File: config.mk
export PLATFORM = sky130hd
export DESIGN_NAME = bcast_bus
export DESIGN_NICKNAME = d
export VERILOG_FILES = /design/src/rtl/bcast_pkg.sv /design/src/rtl/bcast_ctrl.sv /design/src/rtl/bcast_datapath.sv /design/src/rtl/bcast_bus.sv
export SDC_FILE = /design/constraint.sdc
export NUM_CORES = 1
export LEC_CHECK = 0
export BUFFER_PORTS_ARGS = -buffer_cell sky130_fd_sc_hd__buf_2
export CORE_MARGIN = 2
export CORE_UTILIZATION = 40
export DETAILED_ROUTE_END_ITERATION = 10
export PLACE_DENSITY = 0.72
export SLEW_MARGIN = 20
export SYNTH_ARGS = -nofsm -noshare
export SYNTH_HDL_FRONTEND = slang
export SYNTH_SLANG_ARGS = --single-unit
File: constraint.sdc
create_clock -name clk -period 2.7 [get_ports clk]
set_input_delay 0.81 -clock clk [delete_from_list [all_inputs] [get_ports clk]]
set_output_delay 0.81 -clock clk [all_outputs]
set_load 0.01 [all_outputs]
File: src/rtl/bcast_pkg.sv
package bcast_pkg;
  parameter int MAX_GRP = 8;

  // Per-sub-bus strobes from the control to the datapath
  typedef struct packed {
    logic [MAX_GRP-1:0] active;   // at least one sender
    logic [MAX_GRP-1:0] collide;  // two or more senders
  } busStrobe_t;
endpackage

File: src/rtl/bcast_ctrl.sv
module bcast_ctrl
  import bcast_pkg::*;
#(
  parameter int NUM_COMP = 6,
  parameter int NUM_GRP  = 2,
  parameter int GRP_W    = 1
) (
  input  logic                      clk,
  input  logic                      rst_n,
  input  logic [NUM_COMP-1:0]       sendEn,
  input  logic [NUM_COMP*GRP_W-1:0] grpSel,
  input  logic                      errClear,
  output busStrobe_t                strobe,
  output logic                      collErr,
  output logic [NUM_COMP-1:0]       collMask
);
  logic [NUM_COMP-1:0] member [NUM_GRP];
  logic [NUM_COMP-1:0] newMask;

  always_comb begin
    for (int g = 0; g < NUM_GRP; g++) begin
      for (int c = 0; c < NUM_COMP; c++) begin
        member[g][c] = sendEn[c] && (int'(grpSel[c*GRP_W +: GRP_W]) == g);
      end
    end
  end

  always_comb begin
    strobe = '0;
    for (int g = 0; g < NUM_GRP; g++) begin
      strobe.active[g]  = |member[g];
      strobe.collide[g] = |(member[g] & (member[g] - 1'b1));
    end
  end

  always_comb begin
    for (int c = 0; c < NUM_COMP; c++) begin
      newMask[c] = sendEn[c] && strobe.collide[grpSel[c*GRP_W +: GRP_W]];
    end
  end

  always_ff @(posedge clk) begin
    if (!rst_n) begin
      collErr  <= 1'b0;
      collMask <= '0;
    end else if (errClear) begin
      collErr  <= |newMask;
      collMask <= newMask;
    end else begin
      collErr  <= collErr | (|newMask);
      collMask <= collMask | newMask;
    end
  end

  // any multi-driven sub-bus raises the flag next cycle
  p_coll_flag_r4: assert property (@(posedge clk) disable iff (!rst_n)
    (|newMask) |=> collErr);
  // sticky without a clear
  p_err_sticky_r6: assert property (@(posedge clk) disable iff (!rst_n)
    (collErr && !errClear) |=> collErr);
  // clear with no new collision drops the flag
  p_err_clear_r6: assert property (@(posedge clk) disable iff (!rst_n)
    (errClear && (newMask == '0)) |=> (!collErr && collMask == '0));
endmodule

File: src/rtl/bcast_datapath.sv
module bcast_datapath
  import bcast_pkg::*;
#(
  parameter int NUM_COMP = 6,
  parameter int DATA_W   = 16,
  parameter int NUM_GRP  = 2,
  parameter int GRP_W    = 1
) (
  input  logic                       clk,
  input  logic                       rst_n,
  input  logic [NUM_COMP-1:0]        sendEn,
  input  logic [NUM_COMP*DATA_W-1:0] sendData,
  input  logic [NUM_COMP*GRP_W-1:0]  grpSel,
  input  busStrobe_t                 strobe,
  output logic [NUM_COMP*DATA_W-1:0] rxData,
  output logic [NUM_COMP-1:0]        rxValid
);
  logic [DATA_W-1:0] grpWord [NUM_GRP];
  logic [NUM_GRP-1:0] grpClean;

  // Wired-OR of gated drivers per sub-bus
  always_comb begin
    for (int g = 0; g < NUM_GRP; g++) begin
      grpWord[g] = '0;
      for (int c = 0; c < NUM_COMP; c++) begin
        if (sendEn[c] && int'(grpSel[c*GRP_W +: GRP_W]) == g)
          grpWord[g] = grpWord[g] | sendData[c*DATA_W +: DATA_W];
      end
      grpClean[g] = strobe.active[g] && !strobe.collide[g];
    end
  end

  for (genvar c = 0; c < NUM_COMP; c++) begin : g_rx
    logic [GRP_W-1:0] mySel;
    assign mySel = grpSel[c*GRP_W +: GRP_W];
    always_ff @(posedge clk) begin
      if (!rst_n) begin
        rxData[c*DATA_W +: DATA_W] <= '0;
        rxValid[c]                 <= 1'b0;
      end else begin
        rxValid[c]                 <= grpClean[mySel];
        rxData[c*DATA_W +: DATA_W] <= grpClean[mySel] ? grpWord[mySel] : '0;
      end
    end
  end
endmodule

File: src/rtl/bcast_bus.sv
module bcast_bus
  import bcast_pkg::*;
#(
  parameter int NUM_COMP = 6,
  parameter int DATA_W   = 16,
  parameter int NUM_GRP  = 2,
  parameter int GRP_W    = (NUM_GRP > 1) ? $clog2(NUM_GRP) : 1
) (
  input  logic                       clk,
  input  logic                       rst_n,
  input  logic [NUM_COMP-1:0]        sendEn,
  input  logic [NUM_COMP*DATA_W-1:0] sendData,
  input  logic [NUM_COMP*GRP_W-1:0]  grpSel,
  input  logic                       errClear,
  output logic [NUM_COMP*DATA_W-1:0] rxData,
  output logic [NUM_COMP-1:0]        rxValid,
  output logic                       collErr,
  output logic [NUM_COMP-1:0]        collMask
);
  busStrobe_t strobe;

  initial begin
    if (NUM_GRP > MAX_GRP) $error("NUM_GRP exceeds MAX_GRP");
  end

  bcast_ctrl #(.NUM_COMP(NUM_COMP), .NUM_GRP(NUM_GRP), .GRP_W(GRP_W)) u_ctrl (
    .clk(clk), .rst_n(rst_n), .sendEn(sendEn), .grpSel(grpSel),
    .errClear(errClear), .strobe(strobe), .collErr(collErr), .collMask(collMask)
  );

  bcast_datapath #(.NUM_COMP(NUM_COMP), .DATA_W(DATA_W), .NUM_GRP(NUM_GRP),
                   .GRP_W(GRP_W)) u_dp (
    .clk(clk), .rst_n(rst_n), .sendEn(sendEn), .sendData(sendData),
    .grpSel(grpSel), .strobe(strobe), .rxData(rxData), .rxValid(rxValid)
  );

  for (genvar c = 0; c < NUM_COMP; c++) begin : g_chk
    // a port without valid data reads zero
    p_idle_zero_r2: assert property (@(posedge clk) disable iff (!rst_n)
      !rxValid[c] |-> (rxData[c*DATA_W +: DATA_W] == '0));
    // a sender that receives valid data reads back its own word
    p_echo_own_r1: assert property (@(posedge clk) disable iff (!rst_n)
      ($past(sendEn[c]) && rxValid[c]) |->
        (rxData[c*DATA_W +: DATA_W] == $past(sendData[c*DATA_W +: DATA_W])));
  end
endmodule

# ---- Word level (Yosys, flattened, before mapping)
# Cells that the tools add are included.
dict set report word_totals {
  reg_bits 109
  input_bits 111
  out_inout_bits 109
  wordCells 149
}
dict set report classes {
  addsub 2
  magnitude_cmp 18
  muxes 56
  bitwise_logic 26
  reduce_logical 33
}
# cell n
set op_table {}
lappend op_table {{16-bit 2-to-1 mux} 30}
lappend op_table {{16-bit OR} 10}
lappend op_table {{6-bit OR reduction} 5}
lappend op_table {{1-bit 2-to-1 mux} 25}
lappend op_table {{1-bit by 4-bit less-than comparator with 1-bit output, second input constant} 6}
lappend op_table {{1-bit logical AND} 20}
lappend op_table {{6-bit bitwise AND} 2}
lappend op_table {{2-bit >= comparator, second input constant} 6}
lappend op_table {{1-bit by 2-bit less-than comparator with 1-bit output, second input constant} 6}
lappend op_table {{1-bit NOT with 2-bit output} 6}
lappend op_table {{2-bit AND reduction} 6}
lappend op_table {{6-bit by 1-bit subtractor with 6-bit output, second input constant} 2}
lappend op_table {{6-bit 2-to-1 mux} 1}
lappend op_table {{1-bit NOT} 6}
lappend op_table {{6-bit OR} 1}
lappend op_table {{1-bit zero test} 2}
lappend op_table {{1-bit OR} 1}

# ---- Depth between registers and ports, before layout
# Gate-level depths: netlist (run 1).
dict set report depth {
  depth_word 16
  depth_mapped 9
  mapped_depth_nobuf 6
}

# ---- Cells and area by module
# From an unflattened synthesis (run 1), not the netlist that was laid out.
dict set report hier_totals {
  cells_unflattened 719
  hier_area_um2 6377.4
}
# mod n_inst cells_each area_each_um2 seq_area_each_um2
set modules_own_cells {}
lappend modules_own_cells {bcast_datapath 1 636 5749.3 2042.0}
lappend modules_own_cells {bcast_ctrl 1 83 628.1 140.1}

# ---- Least setup slack after synthesis (run 1)
# OpenSTA, ideal clock, no wires.
dict set report synth_path {
  path_type {in2reg}
  start {input sendEn[2]}
  end {register u_dp.rxData[86]}
  arrival_time_ns 2.552
  t_required_ns 2.619
  setup_slack_ns 0.067
  stages 9
  path_buffers 3
  cell_sequence {nor2b_1 buf_6 or4_4 nor2_2 o2bb2ai_2 buf_6 o21bai_4 buf_6 a211oi_2}
}
dict set report synth_via {
  elab_chain_len 11
  elab_cells_between_ends 34
  cone_classes {add/sub (2); mux (13); bitwise (8); reduce/logical (11)}
}
# item line_no
set synth_rtl {}
lappend synth_rtl {{from (decl)} bcast_bus.sv:11} ;# input logic [NUM_COMP-1:0] sendEn,
lappend synth_rtl {{branches (longest 11 deep; another with 6-bit by 1-bit subtractor with 6-bit output)} -}
lappend synth_rtl {{to (signal, indexed assignment)} bcast_datapath.sv:42} ;# rxData[c*DATA_W +: DATA_W] <= grpClean[mySel] ? grpWord[mySel] : '0;
lappend synth_rtl {{to (decl)} bcast_datapath.sv:15} ;# output logic [NUM_COMP*DATA_W-1:0] rxData,
# Several ways; the timed one is not identified. The select of a mux whose other input is x is not followed.
# A chain may end at the register's enable or synchronous reset.

# ---- Final worst setup path (run 1)
dict set report layout_path {
  start {input sendEn[0]}
  end {register u_dp.rxData[35]}
}
dict set report layout_via {
  elab_chain_len 15
  elab_cells_between_ends 42
  cone_classes {add/sub (2); mux (17); bitwise (12); reduce/logical (11)}
}
# item line_no
set layout_rtl {}
lappend layout_rtl {{1-bit logical AND} {bcast_ctrl.sv:23, bcast_datapath.sv:26}}
lappend layout_rtl {{16-bit 2-to-1 mux} bcast_datapath.sv:26} ;# if (sendEn[c] && int'(grpSel[c*GRP_W +: GRP_W]) == g)
lappend layout_rtl {{16-bit OR} bcast_datapath.sv:27} ;# grpWord[g] = grpWord[g] | sendData[c*DATA_W +: DATA_W];
lappend layout_rtl {{16-bit 2-to-1 mux} bcast_datapath.sv:26}
lappend layout_rtl {{16-bit OR} bcast_datapath.sv:27}
lappend layout_rtl {{16-bit 2-to-1 mux} bcast_datapath.sv:26}
lappend layout_rtl {{16-bit OR} bcast_datapath.sv:27}
lappend layout_rtl {{16-bit 2-to-1 mux} bcast_datapath.sv:26}
lappend layout_rtl {{16-bit OR} bcast_datapath.sv:27}
lappend layout_rtl {{16-bit 2-to-1 mux} bcast_datapath.sv:26}
lappend layout_rtl {{16-bit OR} bcast_datapath.sv:27}
lappend layout_rtl {{16-bit 2-to-1 mux} bcast_datapath.sv:26}
lappend layout_rtl {{16-bit 2-to-1 mux (not written as such) (3 in a row)} bcast_datapath.sv:42}
# Several ways; a longest one is shown, not always the timed one. The select of a mux whose other input is x is not followed.

==> run metrics, run 1 <==
status=complete, no violations; setup ws final=~0.21 ns; hold depth=2; GP Congestion=around 0.91; Arrival @ worst endpoint=2.73 ns; net switching power=1.49 mW; # Max-Cap Violations=0; initial antenna violation count=0; top post-synthesis cells by area=dfxtp_1 36%, a22oi_1 12%, a211oi_2 9.3%; DP HPWL=16.8 mm; maximum clock frequency=402 MHz; clk buf depth=2; Worst-Margin Slew=0.870 ns; Hold Path Sink=u_ctrl.collMask[1]; count of cells along the worst register-to-register path=3; Leak=~3.5 nW; startpoint types=primary input; Pwr Total=around 4.4 mW; postcts setup bufs=0; EDFF count, synth=0; Post-Synthesis Cells=742; Wirelength per Cell=19.5 um; Vias=6,757; die extent in x=between 100 and 150 um; Seq cells post-synth=109; Final Max Slew Viols=0; sw frac=33.8%; I/O Buffers=219; CTS clk-pin slew, worst paths=0.07 ns; layout cells sized above 1=39.2%; Synth area leader=dfxtp_1; r2r setup slk=1.70 ns; Core Area=15,000 sq um; # diodes=0; Async SR Flop Fraction=0%; fin nets=roughly 1,100; Vias per Instance=5.85; Post-Route Utilization=53.8%; Post-CTS Hold Buffers=0; total number of yosys warnings=0; RSZ-0062 raised after global routing=no; Die Area=16,200 sq um; post-synth top area share=36.0%; cell with the most instances after synthesis=dfxtp_1; GRT Total Usage=a little over a quarter; endpoint type of the worst setup path=flip-flop; Post-Synthesis Net Count=between 800 and 900; Placed Cells incl. Taps=1,139; Critical Path RT=2.94 ns; cell area after placement=7800 sq um; sequential-to-total area share from yosys stat=~36%; Final Setup Violations=0; post-route insts no fill=1,155; largest net degree at the start of global routing=45; maximum VDD drop=0.279 mV; clk_lat worst skew=0.35 ns; final hold vios=0; Final Critical Period=between 2 and 2.5 ns; Initial Util=40.3%; TritonCTS Sinks=109; Clock Skew=0 ns; reg2reg start=u_ctrl.collErr; hold_sp=u_ctrl.collMask[1]; power share of the sequential group=39.9%; number of buffers created by CTS=9; relative slew slack=between 40% and 50%; worst-path maximum fanout=17; first-pass GRT wire length=34.4 mm; total iterations of the first detailed-routing run=6; Design Area, Final=8080 sq um; CTS tree=done; clock network fraction of total power=28.6%; vias in the first global route=just over 6,000; area delta synth->final=33.3%; DRT iter0 DRCs=858; Post-synth top cells=109 x dfxtp_1, 108 x a21oi_1, 103 x nor2_1; fin crit share=92.1%; post-route ant nets=0; Rows=45; DRT Wirelength=22.5 mm; Max H-tree Level=3; Reg2Reg Capture Point=u_ctrl.collErr; die height=between 100 and 150 um; IO Pins=220; Combinational Power Share=a little under a third; syn avg cell area=8.17 sq um; cts repair resizes=0; pre-CTS setup slack=-0.108 ns; internal power=between 2 and 3 mW; Synth Cell Area=approximately 6100 sq um; CP Class=primary input to flip-flop; GRT overflow=0; Root Buffer=clkbuf_16; Yosys cell types=46; Hold Path Class=flip-flop to flip-flop; Primary FF master, synth=dfxtp_1; PwrDens=545 nW/um^2; DRC violation count after routing=0
## sequential cells by signal (all words and copies together), names as in the netlist
signal	count
u_dp.rxData	96
u_ctrl.collMask	6
u_dp.rxValid	6
u_ctrl.collErr	1
## cell families (layout without fill, tap and decap cells)
kind of cell / count (synthesis) / after routing / synth area share [%]
xor gates and xnor gates: 3 / 3 / 0.433
adders and majority gates: 1 / 1 / 0.165
buffers and inverters: 93 / 318 / 6.83
and+or+nand+nor: 196 / 196 / 14.6
AOI/OAI and AO/OA: 338 / 338 / 41.6
muxes: 2 / 2 / 0.330
DFF: 109 / 109 / 36.0
## layout by cell type (no fill, tap or decap), types with 3 or more instances in the layout
master	n
clkinv_2	3
buf_12	16
dfxtp_1	109
buf_2	219
a22oi_1	99
o21bai_4	3
nand4_1	4
buf_4	64
a211oi_2	45
o21ai_0	24
clkbuf_16	9
o21ai_2	5
nand3_1	22
a21oi_1	108
nor2b_1	4
and3_1	17
and2_1	7
nand2_1	27
a211oi_1	36
nor2_1	103
## per-layer routing
metal	wire length [um]	global-route usage, %	part of all wire (%)	vias up
met4	659	10.3	2.9	0
li1	-	-	-	3208
met5	0	0	0	-
met2	10300	43.6	46	434
met1	9370	36.3	42	3064
met3	2140	4.77	9.5	51
## metrics by stage
step                hold WS, ns  setup TNS, ns
finish                    0.478              0
global route              0.504              0
CTS                       0.479              0
detailed placement        0.465          -2.73
global placement          0.449         -0.425
floorplan                 0.485              0
## area by class of cell
cell class / instances / area (sq um)
clock inverters: 7 / 58.8
clock buffers: 9 / 225
multi-input cells: 540 / 3470
flip-flops and latches: 109 / 2180
repair buffers: 299 / 1900
inverters: 3 / 12.5
well taps: 188 / 235
fillers: 1393 / 6950
## worst max-delay path, cell delays in order
cell,delay [ns]
buf_2,0.09
nor2b_1,0.25
buf_4,0.16
xor2_1,0.14
o21ai_1,0.11
a2111oi_4,0.45
buf_12,0.19
o21bai_2,0.08
buf_12,0.16
a211oi_1,0.27
## power groups by stage
stage	clock, mW	sequential, mW	combinational, mW
after floorplan	0	1.85	0.709
after global placement	0	1.80	1.35
after detailed placement	0	1.80	1.36
after CTS	1.27	1.76	1.37
after global routing	1.35	1.77	1.49
final	1.26	1.76	1.39
## worst max path at each step
stage               from              end  cells after the start
6_report       sendEn[0]  u_dp.rxData[35]                     10
5_1_grt        sendEn[0]  u_dp.rxData[35]                     10
4_1_cts        sendEn[0]  u_dp.rxData[35]                     10
3_5_place_dp   sendEn[0]  u_dp.rxData[69]                      9
3_3_place_gp   sendEn[0]  u_dp.rxData[48]                      9
2_1_floorplan  sendEn[2]  u_dp.rxData[86]                      9
(Power assumes the default switching activity.)
==> inputs of run 2 (changes only) <==
--- a/config.mk
+++ b/config.mk
@@ -6,7 +6,7 @@
 export NUM_CORES = 1
 export LEC_CHECK = 0
 export BUFFER_PORTS_ARGS = -buffer_cell sky130_fd_sc_hd__buf_2
-export CORE_MARGIN = 2
+export CORE_MARGIN = 4
 export CORE_UTILIZATION = 40
 export DETAILED_ROUTE_END_ITERATION = 10
 export PLACE_DENSITY = 0.72
==> constraint.sdc (replaced) <==
create_clock -name clk -period 2.7 [get_ports clk]
set_input_delay 0.81 -clock clk [delete_from_list [all_inputs] [get_ports clk]]
set_output_delay 0.81 -clock clk [all_outputs]
set_load 0.05 [all_outputs]
==> run 2 against run 1 <==
Wire length increased by 4.7%. Critical path type unchanged. Global-route usage decreased by 1.1 points. Sequential power about the same. Critical endpoint is now u_dp.rxData[43]. First-iteration DRC count decreased by 0.70%. Sequential cell count unchanged. Clock power about the same. Clock skew unchanged. Count of clock-buffer cells in the layout unchanged.
==> run metrics, run 2 (synthesized netlist as in run 1, its figures left out) <==
post-route ant nets=0 (unchanged); postcts setup bufs=0 (unchanged); # Max-Cap Violations=0 (unchanged); Vias=6,828 (was 6,757); number of buffers created by CTS=9 (unchanged); Leak=3.51 nW (was 3.48 nW); layout cells sized above 1=39.3% (was 39.2%); largest net degree at the start of global routing=41 (was 45); GP Congestion=0.961 (was 0.914); Root Buffer=clkbuf_16 (unchanged); CTS tree=done (unchanged); vias in the first global route=6,355 (was 6,205); r2r setup slk=1.71 ns (was 1.70 ns); PwrDens=591 nW/um^2 (was 545 nW/um^2); Post-CTS Hold Buffers=0 (unchanged); Final Max Slew Viols=0 (unchanged); cts repair resizes=0 (unchanged); Max H-tree Level=3 (unchanged); GRT overflow=0 (unchanged); die extent in x=131 um (was 127 um); first-pass GRT wire length=36.1 mm (was 34.4 mm); fin crit share=90.7% (was 92.1%); Initial Util=41.3% (was 40.3%); Largest register FFs=96 (unchanged); maximum VDD drop=0.345 mV (was 0.279 mV); worst hold slack=0.467 ns (was 0.478 ns); Crit. Startpoint=grpSel[0] (was sendEn[0]); biggest regs=u_dp.rxData: 96 flops, u_ctrl.collMask: 6 flops, u_dp.rxValid: 6 flops (unchanged); Hold Path Class=flip-flop to flip-flop (unchanged); TritonCTS Sinks=109 (unchanged); final hold vios=0 (unchanged); IO Pins=220 (unchanged); area delta synth->final=33.7% (was 33.3%); Placed Cells incl. Taps=1,139 (unchanged); reg2reg start=u_ctrl.collErr (unchanged); relative slew slack=40.4% (was 42.0%); post-route insts no fill=1,155 (unchanged); maximum clock frequency=408 MHz (was 402 MHz); fin nets=1,077 (was 1,073); Reg2Reg Capture Point=u_ctrl.collErr (unchanged); clk_lat worst skew=0.35 ns (about the same); most frequent cells in the layout=219 x buf_2, 109 x dfxtp_1, 108 x a21oi_1 (unchanged); DRT iter0 DRCs=852 (was 858); most flop-heavy register=u_dp.rxData (unchanged); Final Setup Violations=0 (unchanged); count of cells along the worst register-to-register path=3 (unchanged); Die Area=17,200 sq um (was 16,200 sq um); initial antenna violation count=0 (unchanged); highest-delay cell along the critical path=a2111oi_4 (unchanged); endpoint type of the worst setup path=flip-flop (unchanged); Wirelength per Cell=20.4 um (was 19.5 um); startpoint types=primary input (unchanged); I/O Buffers=219 (unchanged); Vias per Instance=5.91 (was 5.85); Worst-Margin Slew=0.895 ns (was 0.870 ns); status=complete, no violations (unchanged); CP Class=primary input to flip-flop (unchanged); commonest non-fill, non-tap cell in the layout=buf_2 (unchanged); # diodes=0 (unchanged); clk buf depth=2 (unchanged); RSZ-0062 raised after global routing=no (unchanged); total iterations of the first detailed-routing run=6 (unchanged); Critical Path RT=2.96 ns (was 2.94 ns); GRT Total Usage=25.9% (was 27.1%); worst-path maximum fanout=8 (was 17); CP Cell Sequence=buf_2 -> nor2b_1 -> xor2_1 -> o21ai_1 -> a2111oi_4 -> buf_12 -> o21bai_2 -> buf_4 -> a211oi_2 (was buf_2 -> nor2b_1 -> buf_4 -> xor2_1 -> o21ai_1 -> a2111oi_4 -> buf_12 -> o21bai_2 -> buf_12 -> a211oi_1); DRC violation count after routing=0 (unchanged); Core Area=14,700 sq um (was 15,000 sq um); Clock Skew=0 ns (unchanged); Rows=44 (was 45); die height=131 um (was 127 um); crit-path max cell delay=0.43 ns (was 0.45 ns); Arrival @ worst endpoint=2.71 ns (was 2.73 ns); worst setup path endpoint=u_dp.rxData[43] (was u_dp.rxData[35]); DRT Wirelength=23.6 mm (was 22.5 mm); DP HPWL=17.5 mm (was 16.8 mm); Final Critical Period=2.45 ns (was 2.49 ns); CTS clk-pin slew, worst paths=0.07 ns (about the same)
==> run 2: report_power, final <==
group          total (mW)  internal (mW)  switching [mW]
sequential           1.76           1.72          0.0386
combinational        1.76          0.566            1.19
clock                1.28          0.641           0.636
==> run 2: area by class of cell <==
class	count	area [sq um]
Timing Repair Buffer	303	1930
Tap cell	184	230
Inverter	3	12.5
Clock inverter	7	60.1
Sequential cell	109	2180
Fill cell	1390	6590
Clock buffer	9	225
Multi-Input combinational cell	540	3470
==> run 2: worst min-delay path by stage <==
stage | start | end | slack, ns | cells after the start
global route | u_ctrl.collMask[0] | u_ctrl.collMask[0] | 0.50 | 2
floorplan | u_ctrl.collMask[0] | u_ctrl.collMask[0] | 0.68 | 2
detailed placement | u_ctrl.collMask[1] | u_ctrl.collMask[1] | 0.46 | 2
CTS | u_ctrl.collMask[1] | u_ctrl.collMask[1] | 0.47 | 2
finish | u_ctrl.collMask[1] | u_ctrl.collMask[1] | 0.47 | 2
global placement | u_ctrl.collMask[0] | u_ctrl.collMask[0] | 0.45 | 2
==> run 2: through the flow <==
step | power (mW) | TNS [ns] | setup slack (ns) | utilization, % | area, sq um
final | 4.79 | 0 | 0.250 | 55.2 | 8110
after global routing | 4.98 | 0 | 0.0866 | 55.2 | 8110
after floorplan | 2.90 | 0 | 0.0672 | - | 6060
after global placement | 3.51 | -0.100 | -0.0176 | 53.2 | 7820
after CTS | 4.77 | 0 | 0.268 | 55.2 | 8110
after detailed placement | 3.53 | -2.22 | -0.0782 | 53.2 | 7820
==> run 2: routing by layer <==
metal  routed length (um)  GRT usage, %
met2                10800          42.0
met5                    0             0
met3                 2490          5.81
met4                  550          7.70
met1                 9720          34.8
==> run 2: critical path: cells and delay by family <==
kind	cells	cell delay (ns)
AND/OR/NAND/NOR	1	0.34
AO/OA/AOI/OAI	4	0.88
XOR/XNOR	1	0.19
buffers and inverters	3	0.48
